===== config.mk =====
export PLATFORM = sky130hd
export DESIGN_NAME = dbg_event_hub
export DESIGN_NICKNAME = d
export VERILOG_FILES = /design/src/rtl/dbg_event_hub.sv
export SDC_FILE = /design/constraint.sdc
export NUM_CORES = 1
export LEC_CHECK = 0
export ABC_AREA = 1
export BUFFER_PORTS_ARGS = -buffer_cell sky130_fd_sc_hd__buf_2
export CAP_MARGIN = 5
export CORE_MARGIN = 2
export CORE_UTILIZATION = 50
export DETAILED_ROUTE_END_ITERATION = 6
export PLACE_DENSITY = 0.71
export SLEW_MARGIN = 20
export SYNTH_ARGS = -nofsm -noshare
export SYNTH_HDL_FRONTEND = slang
export SYNTH_SLANG_ARGS = --single-unit

===== constraint.sdc =====
create_clock -name clk -period 1.5 [get_ports clk]
set_input_delay 0.15 -clock clk [delete_from_list [all_inputs] [get_ports clk]]
set_output_delay 0.15 -clock clk [all_outputs]
set_load 0.01 [all_outputs]

===== src/rtl/dbg_event_hub.sv =====
module dbg_event_hub #(
  parameter int NCMP = 8,
  parameter int NCNT = 4,
  parameter int NGRP = 4,
  parameter int AW   = 6
) (
  input  logic             clk,
  input  logic             rst_n,
  input  logic [AW-1:0]    reg_addr,
  input  logic             reg_we,
  input  logic [31:0]      reg_wdata,
  input  logic             wr_unlock,
  output logic [31:0]      reg_rdata,
  input  logic [NCMP-1:0]  cmp_fired,
  input  logic [NCMP-1:0]  cmp_done,
  input  logic [NCNT-1:0]  cnt_fired,
  input  logic [NCNT-1:0]  cnt_done,
  input  logic [NCMP-1:0]  cmp_event,
  input  logic [NCNT-1:0]  cnt_event,
  output logic [NCMP+NCNT-1:0] unit_enable,
  output logic [NCNT-1:0]  cnt_clear,
  output logic [NGRP-1:0]  and_out,
  output logic [NGRP-1:0]  or_out,
  output logic             irq_out,
  output logic             nmi_out
);
  localparam int NUNIT = NCMP + NCNT;
  localparam int MW    = NGRP * NCMP;
  localparam int IW    = AW - 2;
  localparam logic [IW-1:0] A_EVT  = IW'(0);
  localparam logic [IW-1:0] A_HALT = IW'(1);
  localparam logic [IW-1:0] A_EN   = IW'(2);
  localparam logic [IW-1:0] A_CLR  = IW'(3);
  localparam logic [IW-1:0] A_NMI  = IW'(4);
  localparam logic [IW-1:0] A_OWN  = IW'(5);
  localparam logic [IW-1:0] A_AMSK = IW'(6);
  localparam logic [IW-1:0] A_OMSK = IW'(7);
  localparam logic [IW-1:0] A_AIM  = IW'(8);
  localparam logic [IW-1:0] A_OIM  = IW'(9);

  logic [IW-1:0]    widx;
  logic             aligned, wr_ok;
  logic [NUNIT-1:0] en_q, nmi_q;
  logic [1:0]       own_q;
  logic [MW-1:0]    amsk_q, omsk_q;
  logic [NGRP-1:0]  aim_q, oim_q;
  logic [NCNT-1:0]  clr_q;

  assign widx    = reg_addr[AW-1:2];
  assign aligned = (reg_addr[1:0] == 2'b00);
  assign wr_ok   = reg_we & wr_unlock & aligned;

  always_ff @(posedge clk or negedge rst_n) begin
    if (!rst_n) begin
      en_q   <= '0;
      nmi_q  <= '0;
      own_q  <= '0;
      amsk_q <= '1;
      omsk_q <= '1;
      aim_q  <= '0;
      oim_q  <= '0;
      clr_q  <= '0;
    end else begin
      clr_q <= '0;
      if (wr_ok) begin
        case (widx)
          A_EN:    en_q   <= reg_wdata[NUNIT-1:0];
          A_CLR:   clr_q  <= reg_wdata[NCNT-1:0];
          A_NMI:   nmi_q  <= reg_wdata[NUNIT-1:0];
          A_OWN:   own_q  <= reg_wdata[1:0];
          A_AMSK:  amsk_q <= reg_wdata[MW-1:0];
          A_OMSK:  omsk_q <= reg_wdata[MW-1:0];
          A_AIM:   aim_q  <= reg_wdata[NGRP-1:0];
          A_OIM:   oim_q  <= reg_wdata[NGRP-1:0];
          default: ;
        endcase
      end
    end
  end

  always_comb begin
    reg_rdata = '0;
    if (aligned) begin
      case (widx)
        A_EVT:   reg_rdata[NUNIT-1:0] = {cnt_fired, cmp_fired};
        A_HALT:  reg_rdata[NUNIT-1:0] = {cnt_done, cmp_done};
        A_EN:    reg_rdata[NUNIT-1:0] = en_q;
        A_NMI:   reg_rdata[NUNIT-1:0] = nmi_q;
        A_OWN:   reg_rdata[1:0]       = own_q;
        A_AMSK:  reg_rdata[MW-1:0]    = amsk_q;
        A_OMSK:  reg_rdata[MW-1:0]    = omsk_q;
        A_AIM:   reg_rdata[NGRP-1:0]  = aim_q;
        A_OIM:   reg_rdata[NGRP-1:0]  = oim_q;
        default: ;
      endcase
    end
  end

  genvar g;
  generate
    for (g = 0; g < NGRP; g++) begin : grp
      logic [NCMP-1:0] inc_a, inc_o;
      assign inc_a      = ~amsk_q[g*NCMP +: NCMP];
      assign inc_o      = ~omsk_q[g*NCMP +: NCMP];
      assign and_out[g] = (|inc_a) & ((cmp_event & inc_a) == inc_a);
      assign or_out[g]  = |(cmp_event & inc_o);

      p_and_has_member_r6: assert property (@(posedge clk) disable iff (!rst_n)
        and_out[g] |-> |(cmp_event & ~amsk_q[g*NCMP +: NCMP]));
      p_or_has_member_r7: assert property (@(posedge clk) disable iff (!rst_n)
        or_out[g] |-> (omsk_q[g*NCMP +: NCMP] != '1));
    end
  endgenerate

  assign unit_enable = en_q;
  assign cnt_clear   = clr_q;
  assign irq_out     = |(and_out & aim_q) | |(or_out & oim_q);
  assign nmi_out     = |({cnt_event, cmp_event} & en_q & nmi_q);

  p_clear_from_write_r4: assert property (@(posedge clk) disable iff (!rst_n)
    (cnt_clear != '0) |-> $past(reg_we && wr_unlock && reg_addr == AW'(12)));
  p_locked_regs_r5: assert property (@(posedge clk) disable iff (!rst_n)
    !$past(reg_we && wr_unlock) |-> ($stable(unit_enable) && $stable(amsk_q) && $stable(omsk_q)));
  p_irq_needs_group_r8: assert property (@(posedge clk) disable iff (!rst_n)
    irq_out |-> (|and_out || |or_out));
  p_nmi_needs_enable_r9: assert property (@(posedge clk) disable iff (!rst_n)
    nmi_out |-> |(unit_enable & nmi_q));
  p_status_upper_zero_r2: assert property (@(posedge clk) disable iff (!rst_n)
    (reg_addr == AW'(0)) |-> (reg_rdata[31:NUNIT] == '0));
endmodule


==> impl_metrics.ini <==
[grt]
grtUsageTotal_pct = 31.6
grt_pass1_vias = 5758
grt_antenna_before_repair = 0
grt_max_degree = 63
gr-total-overflow = 0
grt_pass1_wl_mm = 28.8

[drt]
drt_iter0_markers = 545
num_vias = 6311
vias_per_cell = 5.53
route.detailed.drc = 0
wl_mm = 20.0
wl_per_cell_um = 17.5
drtPass1Iterations = 7
ant_nets = 0

[hold_path]
holdPathStages = 3
worst_hold_path_type = in2reg

[flow_run]
drv_cap = 0

[placement]
hpwl_mm = 13.2
gp_congestion = 0.881
dp.cells = 1078
io_buffers = 135
place_area_mm2 = 0.00677

[sta]
setup_tns_ns = -4.12
worst_pin_slew_ns = 0.403
relSlewSlack_pct = 73.1
timing.final.crit_period_ns = 2.00
finalHoldViolCount = 0
clock.fmax_mhz = 500
setup_violations = 31
fin_skew_ns = 0
finalHoldWorstSlack_ns = 0.0140
rsz0062_at_grt = true
fin_crit_sh_pct = 133
slew_viol_final = 0
finalWorstSetupSlack_ns = -0.501

[synthesis]
synth_nets = 862
synthFlopType = dfstp_2
synth_edf_count = 0
synth-seq-cells = 102
ys_async_sr_fraction_pct = 100
yosysSeqAreaShare_pct = 47.1
yosysWarnings = 0
avgSynthCellArea_um2 = 7.13
synthCells = 784
yosys.cell_types.count = 30
syn-cell-area_mm2 = 0.00559

[floorplanning]
die_height_um = 110
dieArea_mm2 = 0.0120
rows = 38
coreArea_mm2 = 0.0109
start_util_pct = 51.3
fp.dieW_um = 110
pin_count = 136

[power_and_ir_drop]
power_density_mw_per_mm2 = 812
ir_drop_uv = 614
leakage_nw = 3.89
total_power_mw = 6.50

[worst_setup_path]
cpMostUsedCell = nor2_2
crit_cells = 10
r2r_cells = 4
critPathKind = reg2out
cp_top_family = simple AND/OR/NAND/NOR gates
endpoint = irq_out
crit_fanout = 3
cp-startpoint = amsk_q[26]$_DFFE_PN1P_
critPathMaxStageDelay_ns = 0.55
reg2reg_to = amsk_q[13]$_DFFE_PN1P_
crit_buf_inv = 2
r2r_slack_ns = 0.54
cp_cell_sequence = buf_6, nor2_2, nor2_1, nand2_1, nor2_2, nand3_2, nand2_2, nor2_2, nand2_1, buf_2
cp-end-kind = output port
start_kind = register
slowest_stage = dfstp_2
cp.arrival_ns = 1.85
required_ns = 1.35
reg2reg_from = amsk_q[13]$_DFFE_PN1P_

[clock_tree]
clk_latency_ns = 0.37
cts_max_level = 3
cts_sinks = 102
cts_buffers = 9
clk_pin_slew_worst_paths_ns = 0.10
clk_path_buf_depth = 2
cts_tree = built
cts-root-buf = clkbuf_8

[cells_and_area]
fin_cells = 1142
nets = 1075
diodes = 0
stdcell_area_mm2 = 0.00800
final_common_cell = nand2_1
final_cell_mix = 251 x nand2_1, 127 x buf_2, 77 x o21ai_1, 69 x nor2_1, 64 x dfstp_2
layout-drive-gt1-share_pct = 41.2
syn2layout_area_growth_pct = 43.2

[outcome]
status = finished with violations
violations = setup timing
[repair_timing]
item / CTS / global route
setup endpoints to repair: 27 / 42
pin swaps: 37 / 65
gates resized for setup: 78 / 104
hold buffers: 15 / 0
buffers inserted: 19 / 22
cloned: 0 / 2
hold endpoints to repair: 63 / 0
[cells by family (layout without fill, tap and decap cells)]
group	Yosys count	count (layout)	share of synthesized area, %
flops	102	102	47.1
simple gates	423	423	30.6
compound gates	154	154	14.1
buf+inv	105	323	8.17
[state kept, by name (all words and copies together) (netlist names)]
| signal | flops |
|---|---|
| oim_q | 4 |
| cnt_clear | 4 |
| own_q | 2 |
| aim_q | 4 |
| unit_enable | 12 |
| amsk_q | 32 |
| nmi_q | 12 |
| omsk_q | 32 |
[routing by layer]
layer | up-vias | track usage [%] | routed length [um]
met1 | 2982 | 43.2 | 7920
met5 | - | 0 | 0
li1 | 2914 | - | -
met3 | 60 | 4.62 | 1750
met4 | 0 | 12.3 | 557
met2 | 355 | 50.9 | 9740
[layout make-up]
| class | count | area [um^2] |
|---|---|---|
| Inverter | 72 | 270 |
| Multi-Input combinational cell | 577 | 2870 |
| Timing Repair Buffer | 235 | 1830 |
| Fill cell | 851 | 2890 |
| Tap cell | 140 | 175 |
| Sequential cell | 102 | 2630 |
| Clock buffer | 13 | 159 |
| Clock inverter | 3 | 66.3 |
[synth_stat cells (4+ instances only)]
cell type  number  area [um^2]
nand2_2         4         25.0
nor3_1         11         55.1
buf_6           4         45.0
nand2_1       285         1070
nand4_1         8         50.1
nor2_2          4         25.0
inv_1          69          259
dfrtp_1        38          951
clkbuf_1        9         33.8
a21oi_1        26          130
dfstp_2        64         1680
o21ai_0        56          280
nand3_1        18         90.1
o21ai_1        67          335
and2_1          4         25.0
nor2_1         84          315
buf_2          16         80.1
[tightest hold or removal path, stage by stage]
cell	delay [ns]
buf_2	0.09
inv_1	0.08
o21ai_1	0.07
[worst min path at each step]
stage	start	endpoint
detailed placement	rst_n	unit_enable[3]$_DFFE_PN0P_
global placement	rst_n	unit_enable[1]$_DFFE_PN0P_
floorplan	rst_n	aim_q[0]$_DFFE_PN0P_
global route	reg_wdata[14]	amsk_q[14]$_DFFE_PN1P_
CTS	reg_wdata[30]	amsk_q[30]$_DFFE_PN1P_
finish	reg_wdata[30]	amsk_q[30]$_DFFE_PN1P_
[power breakdown]
part           leakage (nW)  internal (mW)  switching (mW)
clock                 0.114           1.04           0.941
sequential             1.18           3.08           0.224
combinational          2.60          0.559           0.661
total                  3.89           4.67            1.83
[metrics by stage]
stage	worst slack, ns	util (%)
4_1_cts	-0.438	68.7
5_1_grt	-0.571	73.5
3_3_place_gp	-0.0691	62.2
6_report	-0.501	73.5
2_1_floorplan	0.173	-
3_5_place_dp	-0.105	62.2
No activity file was read; power rests on OpenSTA's default activity.
